`config.mk`:
```
export PLATFORM = sky130hd
export DESIGN_NAME = isp_host_seq
export DESIGN_NICKNAME = d
export VERILOG_FILES = /design/src/rtl/isp_pkg.sv /design/src/rtl/isp_sck_gen.sv /design/src/rtl/isp_shifter.sv /design/src/rtl/isp_seq_ctrl.sv /design/src/rtl/isp_host_seq.sv
export SDC_FILE = /design/constraint.sdc
export NUM_CORES = 1
export LEC_CHECK = 0
export ABC_AREA = 1
export BUFFER_PORTS_ARGS = -buffer_cell sky130_fd_sc_hd__buf_4
export CAP_MARGIN = 30
export CORE_MARGIN = 2
export CORE_UTILIZATION = 50
export CTS_BUF_LIST = sky130_fd_sc_hd__clkbuf_16
export DETAILED_ROUTE_END_ITERATION = 6
export HOLD_SLACK_MARGIN = 0.15
export PLACE_DENSITY = 0.77
export SLEW_MARGIN = 25
export SYNTH_ARGS = -nofsm -noshare
export SYNTH_HDL_FRONTEND = slang
export SYNTH_SLANG_ARGS = --single-unit
```
`constraint.sdc`:
```
create_clock -name clk -period 2.5 [get_ports clk]
set_input_delay 0.625 -clock clk [delete_from_list [all_inputs] [get_ports clk]]
set_output_delay 0.625 -clock clk [all_outputs]
set_load 0.02 [all_outputs]
```
`src/rtl/isp_pkg.sv`:
```
package isp_pkg;

  typedef enum logic [2:0] {
    ST_BOOT,
    ST_RST_HI,
    ST_SETTLE,
    ST_ENABLE,
    ST_EN_WAIT,
    ST_IDLE,
    ST_XFER,
    ST_FAIL
  } seq_state_e;

  localparam logic [31:0] PROG_ENABLE_WORD = 32'hAC53_0000;
  localparam logic [7:0]  SYNC_ECHO        = 8'h53;

  function automatic int unsigned ceil_div(input int unsigned num, input int unsigned den);
    return (num + den - 1) / den;
  endfunction

  function automatic int unsigned max_u(input int unsigned a, input int unsigned b);
    return (a > b) ? a : b;
  endfunction

endpackage

```
`src/rtl/isp_sck_gen.sv`:
```
module isp_sck_gen #(
  parameter int unsigned HALF = 4
) (
  input  logic clk,
  input  logic rst_n,
  input  logic run,
  output logic phase_end
);
  localparam int unsigned CW = (HALF < 2) ? 1 : $clog2(HALF);

  logic [CW-1:0] cnt_q, cnt_d;
  logic          at_end;

  assign at_end    = (cnt_q == CW'(HALF - 1));
  assign phase_end = run && at_end;

  always_comb begin
    cnt_d = cnt_q;
    if (!run)        cnt_d = '0;
    else if (at_end) cnt_d = '0;
    else             cnt_d = cnt_q + 1'b1;
  end

  always_ff @(posedge clk or negedge rst_n) begin
    if (!rst_n) cnt_q <= '0;
    else        cnt_q <= cnt_d;
  end
endmodule

```
`src/rtl/isp_shifter.sv`:
```
module isp_shifter #(
  parameter int unsigned W = 32
) (
  input  logic         clk,
  input  logic         rst_n,
  input  logic         go,
  input  logic [W-1:0] tx_word,
  input  logic         phase_end,
  input  logic         miso,
  output logic         busy,
  output logic         sck,
  output logic         mosi,
  output logic         done,
  output logic [W-1:0] rx_word
);
  localparam int unsigned BW = $clog2(W);

  logic          busy_q, busy_d;
  logic          sck_q, sck_d;
  logic [BW-1:0] bit_q, bit_d;
  logic [W-1:0]  tx_q, tx_d;
  logic [W-1:0]  rx_q, rx_d;
  logic          last_bit;

  assign last_bit = (bit_q == BW'(W - 1));
  assign done     = busy_q && phase_end && sck_q && last_bit;
  assign busy     = busy_q;
  assign sck      = sck_q;
  assign mosi     = busy_q && tx_q[W-1];
  assign rx_word  = rx_q;

  always_comb begin
    busy_d = busy_q;
    sck_d  = sck_q;
    bit_d  = bit_q;
    tx_d   = tx_q;
    rx_d   = rx_q;
    if (!busy_q) begin
      if (go) begin
        busy_d = 1'b1;
        sck_d  = 1'b0;
        bit_d  = '0;
        tx_d   = tx_word;
      end
    end else if (phase_end) begin
      if (!sck_q) begin
        sck_d = 1'b1;
        rx_d  = {rx_q[W-2:0], miso};
      end else begin
        sck_d = 1'b0;
        if (last_bit) begin
          busy_d = 1'b0;
        end else begin
          bit_d = bit_q + 1'b1;
          tx_d  = {tx_q[W-2:0], 1'b0};
        end
      end
    end
  end

  always_ff @(posedge clk or negedge rst_n) begin
    if (!rst_n) begin
      busy_q <= 1'b0;
      sck_q  <= 1'b0;
      bit_q  <= '0;
      tx_q   <= '0;
      rx_q   <= '0;
    end else begin
      busy_q <= busy_d;
      sck_q  <= sck_d;
      bit_q  <= bit_d;
      tx_q   <= tx_d;
      rx_q   <= rx_d;
    end
  end
endmodule

```
`src/rtl/isp_seq_ctrl.sv`:
```
module isp_seq_ctrl
  import isp_pkg::*;
#(
  parameter int unsigned PULSE_CYC  = 9,
  parameter int unsigned SETTLE_CYC = 100,
  parameter int unsigned MAX_TRIES  = 3
) (
  input  logic        clk,
  input  logic        rst_n,
  input  logic        cmd_valid,
  input  logic [31:0] cmd_data,
  input  logic        done,
  input  logic [31:0] rx_word,
  output logic        go,
  output logic [31:0] tx_word,
  output logic        tgt_rst,
  output logic        cmd_ready,
  output logic        rsp_valid,
  output logic [31:0] rsp_data,
  output logic        sync_ok,
  output logic        sync_err
);
  localparam int unsigned TMAX = max_u(PULSE_CYC, SETTLE_CYC);
  localparam int unsigned TW   = $clog2(TMAX + 1);
  localparam int unsigned RW   = $clog2(MAX_TRIES + 1);

  seq_state_e  state_q, state_d;
  logic [TW-1:0] timer_q, timer_d;
  logic [RW-1:0] tries_q, tries_d;
  logic          rspv_q, rspv_d;
  logic [31:0]   rsp_q, rsp_d;
  logic          echo_hit;

  assign echo_hit  = (rx_word[15:8] == SYNC_ECHO);
  assign go        = (state_q == ST_ENABLE) || ((state_q == ST_IDLE) && cmd_valid);
  assign tx_word   = (state_q == ST_ENABLE) ? PROG_ENABLE_WORD : cmd_data;
  assign tgt_rst   = (state_q == ST_RST_HI);
  assign cmd_ready = (state_q == ST_IDLE);
  assign sync_ok   = (state_q == ST_IDLE) || (state_q == ST_XFER);
  assign sync_err  = (state_q == ST_FAIL);
  assign rsp_valid = rspv_q;
  assign rsp_data  = rsp_q;

  always_comb begin
    state_d = state_q;
    timer_d = timer_q;
    tries_d = tries_q;
    rspv_d  = 1'b0;
    rsp_d   = rsp_q;
    case (state_q)
      ST_BOOT: begin
        if (timer_q == TW'(PULSE_CYC - 1)) begin
          state_d = ST_RST_HI;
          timer_d = '0;
        end else timer_d = timer_q + 1'b1;
      end
      ST_RST_HI: begin
        if (timer_q == TW'(PULSE_CYC - 1)) begin
          state_d = ST_SETTLE;
          timer_d = '0;
        end else timer_d = timer_q + 1'b1;
      end
      ST_SETTLE: begin
        if (timer_q == TW'(SETTLE_CYC - 1)) begin
          state_d = ST_ENABLE;
          timer_d = '0;
        end else timer_d = timer_q + 1'b1;
      end
      ST_ENABLE:  state_d = ST_EN_WAIT;
      ST_EN_WAIT: begin
        if (done) begin
          if (echo_hit) begin
            state_d = ST_IDLE;
          end else if (tries_q == RW'(MAX_TRIES - 1)) begin
            state_d = ST_FAIL;
          end else begin
            tries_d = tries_q + 1'b1;
            state_d = ST_RST_HI;
            timer_d = '0;
          end
        end
      end
      ST_IDLE: begin
        if (cmd_valid) state_d = ST_XFER;
      end
      ST_XFER: begin
        if (done) begin
          rspv_d  = 1'b1;
          rsp_d   = rx_word;
          state_d = ST_IDLE;
        end
      end
      ST_FAIL: state_d = ST_FAIL;
      default: state_d = ST_FAIL;
    endcase
  end

  always_ff @(posedge clk or negedge rst_n) begin
    if (!rst_n) begin
      state_q <= ST_BOOT;
      timer_q <= '0;
      tries_q <= '0;
      rspv_q  <= 1'b0;
      rsp_q   <= '0;
    end else begin
      state_q <= state_d;
      timer_q <= timer_d;
      tries_q <= tries_d;
      rspv_q  <= rspv_d;
      rsp_q   <= rsp_d;
    end
  end
endmodule

```
`src/rtl/isp_host_seq.sv`:
```
module isp_host_seq
  import isp_pkg::*;
#(
  parameter int unsigned HOST_CLK_HZ = 100_000_000,
  parameter int unsigned TGT_CLK_HZ  = 4_000_000,
  parameter int unsigned SCK_DIV     = 4,
  parameter int unsigned RST_TCK     = 2,
  parameter int unsigned SETTLE_US   = 20_000,
  parameter int unsigned MAX_TRIES   = 3
) (
  input  logic        clk,
  input  logic        rst_n,
  input  logic        cmd_valid,
  output logic        cmd_ready,
  input  logic [31:0] cmd_data,
  output logic        rsp_valid,
  output logic [31:0] rsp_data,
  output logic        sync_ok,
  output logic        sync_err,
  output logic        tgt_rst,
  output logic        tgt_sck,
  output logic        tgt_mosi,
  input  logic        tgt_miso
);
  localparam int unsigned MIN_HALF   = (2 * HOST_CLK_HZ) / TGT_CLK_HZ + 1;
  localparam int unsigned SCK_HALF   = max_u(SCK_DIV, MIN_HALF);
  localparam int unsigned PULSE_CYC  = ceil_div(RST_TCK * HOST_CLK_HZ, TGT_CLK_HZ) + 1;
  localparam int unsigned SETTLE_CYC = (HOST_CLK_HZ / 1_000_000) * SETTLE_US;

  logic        go, busy, phase_end, done;
  logic [31:0] tx_word, rx_word;

  isp_sck_gen #(.HALF(SCK_HALF)) u_sck (
    .clk(clk), .rst_n(rst_n), .run(busy), .phase_end(phase_end)
  );

  isp_shifter #(.W(32)) u_shift (
    .clk(clk), .rst_n(rst_n), .go(go), .tx_word(tx_word),
    .phase_end(phase_end), .miso(tgt_miso), .busy(busy),
    .sck(tgt_sck), .mosi(tgt_mosi), .done(done), .rx_word(rx_word)
  );

  isp_seq_ctrl #(
    .PULSE_CYC(PULSE_CYC), .SETTLE_CYC(SETTLE_CYC), .MAX_TRIES(MAX_TRIES)
  ) u_ctrl (
    .clk(clk), .rst_n(rst_n), .cmd_valid(cmd_valid), .cmd_data(cmd_data),
    .done(done), .rx_word(rx_word), .go(go), .tx_word(tx_word),
    .tgt_rst(tgt_rst), .cmd_ready(cmd_ready), .rsp_valid(rsp_valid),
    .rsp_data(rsp_data), .sync_ok(sync_ok), .sync_err(sync_err)
  );
endmodule

```
==> metrics, run 1 <==
outcome finished clean; Synth warnings 0; largest cells by area after synthesis dfrtp_1 (52%), nand2_1 (12%), o21ai_0 (8.0%), inv_1 (6.1%), nor2_1 (4.8%); Area Growth Syn to Fin 19.81%; syn_nets 875; GR Util All Layers between 20% and 30%; Worst setup SP type flop; clock power share 52.2%; internal power 3726 µW; Worst VDD drop between 400 and 500 µV; placed cell count 1054; Synth area leader dfrtp_1; Worst path slowest cell dfrtp_1; Slew Viols, Final 0; Post-Synthesis Cell Area roughly 6600 µm²; crit end category flop; die area approximately 14000 µm²; Die Y ~120 µm; Crit path top cell by count nor2_1; Flop pwr share a little under half; Die W approximately 120 µm; Crit Path Max Fanout 18; Lkg Pwr between 0.003 and 0.004 µW; Post-synth EDFFs 0; drt first-iter violations 500; Logic pwr share around 1.9%; share of cells above drive strength 1 roughly 15%; Switching Fraction approximately 22%; Top FF cell, synth dfrtp_1; Post-synth ARST share 100.0%; top-count cell post-synth nand2_1; largest net degree at the start of global routing 75; Final setup viols 0; TritonRoute pass-1 iters 6; Clk Latency, worst-skew pair approximately 0.43 ns; Power Density about 610 nW/µm²; GP Congestion about 0.92; Max-Cap Viols 0; sum of negative setup slack 0 ns; DRC 0; initial antenna violation count 0; clock skew about 0.0095 ns; Hold Vio Cnt, Final 0; # IOs 75; synthesis-stage register bit count 136; Routed Antenna Nets 0; crit path kind reg2reg; floorplan row count 41; top-area cell type share of the netlist area between 50% and 60%; NumNets Final 945; min-delay worst type in2reg; max_slew headroom 64.72%; Reg clk slew, reported paths roughly 0.06 ns; critical-path cell list ha_1, nand2_1, nor2_1, ha_1, nand2_1, nor2_1, nand2_2, nand2_2, inv_2, nor2_4, buf_4, nand2_1, nor2_1, nor2_1; Core ar. around 13000 µm²; vias in the first global route approximately 5.3k; Initial Util 51.78%; wire per inst between 10 and 15 µm; Ant. Diodes 0; RSZ-0062 raised after global routing false; TritonCTS clock tree done; Final Non-Filler Cells between 1k and 1.5k; P_sw ~1100 µW; sequential area share after synthesis about half; Post-DP HPWL ~9500 µm; CP Data Required Time between 2 and 3 ns; total congestion overflow 0; Max Clk Rate between 0.4 and 0.5 GHz; total power roughly 4800 µW; post-synth cell types 31; vias per inst approximately 5; Clock Path Buffers 2; first-pass GRT wire length roughly 25000 µm; IO Port Bufs 74; H-Tree Depth 4; Min Hold Slack ~0.46 ns; mean post-synth cell area about 7.9 µm²; max incr delay on CP a little under 0.4 ns; period utilization roughly nine tenths; CP arrival roughly 2.5 ns; total CTS buffers 17; Final min period approximately 2.2 ns; post-synthesis cell count about 830; Post-CTS Setup Inserts 0; Post-Route WL 14300 µm; via count about 5.5k; clock sinks 136; Slew @ Worst Pin 0.5293 ns; Synth top cells by count nand2_1 (202), dfrtp_1 (136), inv_1 (107); CTS root buffer clkbuf_16
## routing by layer
metal	up-vias	track usage (%)	routed length (µm)
met2	113	34.27	6738
met1	2541	28.89	6589
li1	2783	-	-
met5	-	0	0
met3	23	5.936	662
met4	0	8.333	306
## worst max-delay path: cells and delay by family (launching register included)
kind / cells / cell delay [ns]
flip-flops: 1 / 0.39
AND/OR/NAND/NOR: 10 / 1.04
adder cells (fa/ha/maj): 2 / 0.37
buffers and inverters: 2 / 0.29
## logic make-up (layout without fill, tap and decap cells)
logic type | after synthesis | count (layout) | synth area share [%]
xor+xnor | 8 | 8 | 1.064
flops | 136 | 136 | 51.66
simple gates | 371 | 371 | 23.67
buf+inv | 151 | 234 | 9.573
compound gates | 159 | 159 | 12.71
fa+ha+maj | 7 | 7 | 1.329
## cell usage in the layout, fill, tap and decap left out, types with 2 or more instances in the layout
cell type   count
buf_4          81
nand3_2         4
a21oi_1         9
dfrtp_1       136
nand2_1       202
o21ai_0       105
nor3_1          5
nand2_2         2
inv_2           8
nand3_1        58
bufinv_16       2
buf_12          3
a22oi_1         7
clkinvlp_4      3
nor2_2          4
clkbuf_16      17
nor2_1         84
ha_1            7
inv_6           5
inv_1         107
clkinv_1        2
clkinv_4        2
o21ai_1        30
nand4_1         8
o21ai_2         2
o211ai_1        5
xor2_1          7
## sequential cells by signal, summed over array words and instances, names as in the netlist
signal and flops:
u_ctrl.state_q 3, u_shift.bit_q 5, u_ctrl.timer_q 21, u_shift.busy 1
u_shift.sck 1, u_ctrl.rsp_valid 1, u_shift.rx_word 32, u_sck.cnt_q 6
u_ctrl.rsp_data 32, u_ctrl.tries_q 2, u_shift.tx_q 32
## what timing repair did
action	in CTS	in global routing
hold buffers	1	0
hold endpoints to repair	28	0
resized for setup	0	0
## final cells by class
| type | count | area [µm²] |
|---|---|---|
| Timing Repair Buffer | 86 | 689.4 |
| Clock inverter | 15 | 162.7 |
| Tap cell | 172 | 215.2 |
| Clock buffer | 17 | 425.4 |
| Inverter | 116 | 437.9 |
| Multi-Input combinational cell | 545 | 2559 |
| Sequential cell | 136 | 3403 |
| Fill cell | 1128 | 4830 |
## worst paths after layout
kind / cells past startpoint / slack [ns] / end / start
setup / recovery: 14 / 0.29 / u_ctrl.timer_q[18] / u_shift.bit_q[0]
min in group asynchronous: 2 / 0.63 / u_ctrl.rsp_data[19] / rst_n
hold / removal: 3 / 0.46 / u_shift.rx_word[0] / tgt_miso
setup reg to reg: 14 / 0.29 / u_ctrl.timer_q[18] / u_shift.bit_q[0]
max in group asynchronous: 3 / 1.14 / u_shift.tx_q[7] / rst_n
hold reg to reg: 2 / 0.48 / u_shift.tx_q[30] / u_shift.tx_q[30]
## metrics by stage
stage,util (%),instance area [µm²],setup slack (ns)
CTS,62.04,7893,0.3078
floorplan,-,6588,0.7150
global route,62.04,7893,0.05347
detailed placement,57.34,7295,0.3653
global placement,57.34,7295,0.4840
finish,62.04,7893,0.2901
## power by group through the flow
stage	Sequential, µW	Clock (µW)	Combinational, µW
floorplan	2240	0	1.50
global route	2200	2640	105
CTS	2200	2550	95.9
finish	2200	2510	91.7
global placement	2240	0	94.7
detailed placement	2240	0	94.8
Power figures use the tool's default switching activity.
==> inputs of run 2 (changes only) <==
Settings changed: ABC_AREA 1 to unset.
==> run 2 against run 1 <==
  * Combinational power is 3.8% higher
  * Sequential share of layout area is 1.2 points higher
  * Core utilization is 1.2 points higher
  * Sequential power about the same
  * Clock power shrank 10%
  * First-iteration DRC count decreased by 35%
  * Wire length shrank 7.8%
==> metrics, run 2 <==
outcome finished clean; syn_nets 595; synthesis-stage register bit count ~140; wire per inst ~16 µm; Post-Synthesis Cell Area between 6000 and 7000 µm²; Die Y between 100 and 150 µm; r2r worst-path depth 9; worst setup margin roughly 0.18 ns; Post-synth ARST share 100.0%; Core ar. between 10000 and 15000 µm²; vias in the first global route ~4.6k; NumNets Final between 600 and 700; Clk Latency, worst-skew pair 0.42 ns; total CTS buffers 17; clock skew 0.007633 ns; CP arrival between 1.5 and 2 ns; drt first-iter violations roughly 330; crit path kind reg2out; Max-Cap Viols 0; Area Growth Syn to Fin 22.10%; mean post-synth cell area 11.41 µm²; Slew @ Worst Pin 0.6936 ns; R2R Setup Slk between 0.2 and 0.25 ns; post-CTS sizing 0; TritonRoute pass-1 iters 4; Ant. Diodes 0; Crit Path Max Fanout 9; CTS hold repair buffers 0; terminus of the critical flop-to-flop path u_ctrl.timer_q[13]; Post-CTS Setup Inserts 0; CTS root buffer clkbuf_16; top-count cell post-synth dfrtp_1; Routed Antenna Nets 0; # IOs 75; TritonCTS clock tree done; Worst VDD drop ~310 µV; Post-Route WL roughly 13000 µm; min-delay worst type in2async; DRC 0; Hold Vio Cnt, Final 0; IO Port Bufs between 70 and 80; leading cell type in the layout, fill and taps excluded dfrtp_1; floorplan row count 40; CP Data Required Time about 1.9 ns; share of cells above drive strength 1 a little under a third; vias per inst roughly 5.7; clock sinks between 100 and 150; Slew Viols, Final 0; GR Util All Layers between 20 and 25%; commonest cells after routing, fill and taps aside dfrtp_1 (136), buf_4 (90), nand2_1 (62); H-Tree Depth 4; GP Congestion around 0.93; Power Density about 590 nW/µm²; Reg clk slew, reported paths ~0.060 ns; Fill cells approximately 970; sequential area share after synthesis a little over half; Worst setup SP type flop; post-synthesis cell count between 500 and 600; Clock Path Buffers 2; top-area cell type share of the netlist area 54.05%; Max Clk Rate ~0.43 GHz; Top FF cell, synth dfrtp_1; Lkg Pwr 0.003485 µW; Post-DP HPWL between 8000 and 9000 µm; Synth area leader dfrtp_1; pre-CTS setup slack around 0.18 ns; Final setup viols 0; first-pass GRT wire length approximately 23000 µm; RSZ-0062 raised after global routing false; period utilization ~93%; initial antenna violation count 0; Die W around 120 µm; Synth warnings 0; Final min period roughly 2.3 ns; largest net degree at the start of global routing 59; Initial Util just over 50%; crit end category output port; die area between 10000 and 15000 µm²; Post-synth EDFFs 0; Synth top cells by count dfrtp_1 (136), nand2_1 (62), mux2_2 (49); total congestion overflow 0; max_slew headroom a little over half; post-synth cell types 60; Worst R2R Start u_shift.bit_q[0]; largest cells by area after synthesis dfrtp_1 (54%), mux2_2 (8.8%), nand2_1 (3.7%), a22oi_1 (2.9%), mux2_1 (2.9%); via count about 4.6k; sum of negative setup slack 0 ns
==> run 2: changes by cell type in the layout (fill, tap and decap cells not counted), moves of 17 or more <==
cell / delta
a22oi_1: +17
mux2_2: +49
inv_1: -98
nand2_1: -140
nand3_1: -46
nor2_1: -64
o21ai_0: -84
==> run 2: final cells by class <==
cell class,instances,area (µm²),area share [%]
well taps,168,210.2,2.734
clock inverters,15,105.1,1.367
clock buffers,17,425.4,5.534
flip-flops and latches,136,3403,44.27
repair buffers,96,778.2,10.12
multi-input cells,374,2731,35.53
inverters,9,33.78,0.4395
==> run 2: worst max-delay path, stage by stage, from the launching register on <==
cell and delay [ns]:
dfrtp_1 0.54, buf_4 0.24, inv_1 0.11, nor3_1 0.20, buf_4 0.18
==> run 2: logic make-up (layout without fill, tap and decap cells) <==
group,Yosys count,count (layout),share of synthesized area [%]
AO/OA/AOI/OAI,132,132,14.79
XOR/XNOR,18,18,2.504
adder cells (fa/ha/maj),7,7,1.391
buffers and inverters,42,137,2.961
flip-flops,136,136,54.05
multiplexers,65,65,11.63
AND/OR/NAND/NOR,152,152,12.68
==> run 2: layer usage <==
metal	vias to the layer above	part of all wire, %	global-route usage [%]
met5	-	0	0
met4	0	1.5	7.937
met3	18	5.6	6.227
met2	116	48	33.88
met1	2307	44	28.37
li1	2186	-	-
==> run 2: per-stage QoR <==
step | cell area (µm²) | instances | util (%) | hold slack [ns] | total power [µW]
after global placement | 7141 | 782 | 58.71 | 0.4598 | 2338
after CTS | 7671 | 814 | 63.08 | 0.1693 | 4583
after global routing | 7687 | 815 | 63.21 | 0.1842 | 4703
after floorplan | 6296 | 552 | - | 0.3294 | 2244
after detailed placement | 7141 | 782 | 58.71 | 0.4712 | 2340
final | 7687 | 815 | 63.21 | 0.1510 | 4547
==> run 2: power by group <==
group          internal (µW)  total [µW]  leakage, µW  switching (µW)
registers               2200        2200      0.00185               0
clock network           1260        2250     0.000258             985
logic                   42.1        95.2      0.00138            53.2
==> run 2: worst max-delay path by stage <==
stage	depth (start not counted)	from	slack (ns)	end
finish	4	u_ctrl.state_q[0]	0.18	tgt_rst
global route	8	u_ctrl.tries_q[0]	0.08	u_ctrl.timer_q[7]
CTS	9	u_shift.bit_q[0]	0.15	u_ctrl.timer_q[10]
detailed placement	9	u_shift.bit_q[0]	0.18	u_ctrl.timer_q[10]
global placement	9	u_shift.bit_q[0]	0.26	u_ctrl.timer_q[10]
floorplan	8	u_shift.bit_q[0]	0.37	u_ctrl.rsp_data[10]
==> inputs of run 3 (changes only) <==
Settings changed: RECOVER_POWER set to 25.
==> run 3 against run 2 <==
  * Cell count stayed put
  * Via count shrank 0.26%
  * Sequential share of layout area rose by 0.17 points
  * Highest routed layer unchanged
  * Clock power is essentially flat
  * Sequential power about the same
  * Clock skew is essentially flat
  * Clock-buffer cell count stayed put
  * First-iteration DRC count is 0.31% lower
  * Final area fell by 0.39%
  * Largest cell class unchanged
==> metrics, run 3 (synthesis gave the netlist of run 2 again) <==
TritonRoute pass-1 iters 5; initial antenna violation count 0; Clock Path Buffers 2; floorplan row count 40; CTS hold repair buffers 0; Die Y 116.2 µm; Worst Setup EP tgt_rst; Max-Cap Viols 0; RSZ-0062 raised after global routing false; terminus of the critical flop-to-flop path u_ctrl.timer_q[13]; internal power around 3500 µW; H-Tree Depth 4; # IOs 75; via count ~4.6k; Worst path slowest cell dfrtp_1; GR Util All Layers between 20% and 30%; max incr delay on CP 0.54 ns; Initial Util between 50% and 60%; min-delay worst type in2reg; Fill cells about 980; Routed Antenna Nets 0; IO Port Bufs 74; sum of negative setup slack 0 ns; Crit path top cell by count buf_4; Max Clk Rate 0.4331 GHz; Reg clk slew, reported paths roughly 0.06 ns; critical-path cell list buf_4, inv_1, nor3_1, buf_4; Hold Path Cell Cnt 3; Slew Viols, Final 0; DRC 0; Slew @ Worst Pin ~1.4 ns; drt first-iter violations 324; clock skew between 0.008 and 0.009 ns; clock power share roughly half; CTS root buffer clkbuf_16; GR peak layer met2; leading cell type in the layout, fill and taps excluded dfrtp_1; max_slew headroom approximately 7.3%; met3 usage 6.227%; NumNets Final about 680; first-pass GRT wire length roughly 23000 µm; Worst R2R Start u_shift.bit_q[0]; total congestion overflow 0; CP bufs+invs 3; clock sinks between 100 and 150; Worst Setup SP u_ctrl.state_q[0]; CP Data Required Time ~1.9 ns; Final min period approximately 2.3 ns; commonest cells after routing, fill and taps aside dfrtp_1 (136), buf_4 (87), nand2_1 (62); largest net degree at the start of global routing 59; crit path kind reg2out; met1 global-route usage between 20% and 30%; Logic pwr share ~2.0%; Lkg Pwr 0.003467 µW; Power Density about 600 nW/µm²; Final setup viols 0; Crit path max-delay family flip-flops; CP arrival around 1.7 ns; vias in the first global route 4618; Die W 116.2 µm; crit end category output port; TritonCTS clock tree done; Ant. Diodes 0; Clk Latency, worst-skew pair around 0.42 ns; die area 13510 µm²; multi-input logic area ~2700 µm²; Post-DP HPWL 8837 µm; P_sw roughly 1000 µW; outcome finished clean; Min Hold Slack 0.4333 ns; R2R Setup Slk 0.23 ns; wire per inst about 16 µm; share of cells above drive strength 1 between 30% and 40%; period utilization between 90% and 100%; total CTS buffers 17; GP Congestion about 0.9; Switching Fraction 22.81%; Core ar. 12160 µm²; Area Growth Syn to Fin 21.62%; CP Depth 4; Hold Vio Cnt, Final 0; Worst VDD drop between 300 and 400 µV; Post-Route WL roughly 13000 µm; Flop pwr share between 40% and 50%; vias per inst about 5.7; Post-CTS Setup Inserts 0; r2r worst-path depth 9; register area 3403 µm²; Crit Path Max Fanout 9; Worst setup SP type flop; met2 usage 33.88%
run 3: cell count changes in the layout (fill, tap and decap cells not counted), sizes merged:
cell    change
clkbuf      +5
buf         -5
run 3: how the worst min path moves through the flow:
stage                            startpoint            endpoint  slack, ns
after floorplan                       rst_n  u_ctrl.rsp_data[0]       0.33
after global placement    u_ctrl.tries_q[0]   u_ctrl.tries_q[0]       0.46
after detailed placement  u_ctrl.tries_q[0]   u_ctrl.tries_q[0]       0.47
after CTS                             rst_n    u_shift.bit_q[4]       0.17
after global routing               tgt_miso  u_shift.rx_word[0]       0.43
final                           cmd_data[0]     u_shift.tx_q[0]       0.43
run 3: area by class of cell:
cell class	instances	area share, %
tap	168	2.745
timing repair buffer	96	9.771
inverter	9	0.4412
clock inverter	15	1.373
sequential	136	44.44
multi-input combinational	374	35.67
clock buffer	17	5.556
run 3: layer usage:
| layer | share of wire, % | wire [µm] | vias to the layer above |
|---|---|---|---|
| li1 | - | - | 2190 |
| met1 | 45 | 5907 | 2298 |
| met2 | 49 | 6381 | 110 |
| met3 | 5.1 | 673 | 17 |
| met4 | 1.4 | 188 | 0 |
| met5 | 0 | 0 | - |
run 3: timing repair:
action,4_1_cts,5_1_grt
setup endpoints to repair,0,1
endpoints found under the hold margin,0,0
resized for setup,0,1
run 3: worst register-to-register path: stages (launching register included):
cell and delay, ns:
dfrtp_1 0.38, ha_1 0.18, and3_1 0.16, ha_1 0.17
nand4b_1 0.12, a211o_1 0.28, buf_4 0.20, a2111oi_2 0.40
xnor2_1 0.20, a21oi_2 0.05
run 3: power groups by stage:
stage	combinational (µW)	clock (µW)	sequential [µW]
after floorplan	1.79	0	2240
after global placement	96.2	0	2240
after detailed placement	98.5	0	2240
after CTS	99.3	2280	2200
after global routing	102	2400	2200
final	89.7	2250	2200
run 3: through the flow:
| stage | power [µW] | cell area (µm²) | utilization [%] | worst slack [ns] | instances |
|---|---|---|---|---|---|
| 2_1_floorplan | 2244 | 6296 | - | 0.3672 | 552 |
| 3_3_place_gp | 2338 | 7141 | 58.71 | 0.2642 | 782 |
| 3_5_place_dp | 2340 | 7141 | 58.71 | 0.1805 | 782 |
| 4_1_cts | 4583 | 7671 | 63.08 | 0.1549 | 814 |
| 5_1_grt | 4698 | 7657 | 62.96 | 0.07606 | 815 |
| 6_report | 4539 | 7657 | 62.96 | 0.1908 | 815 |
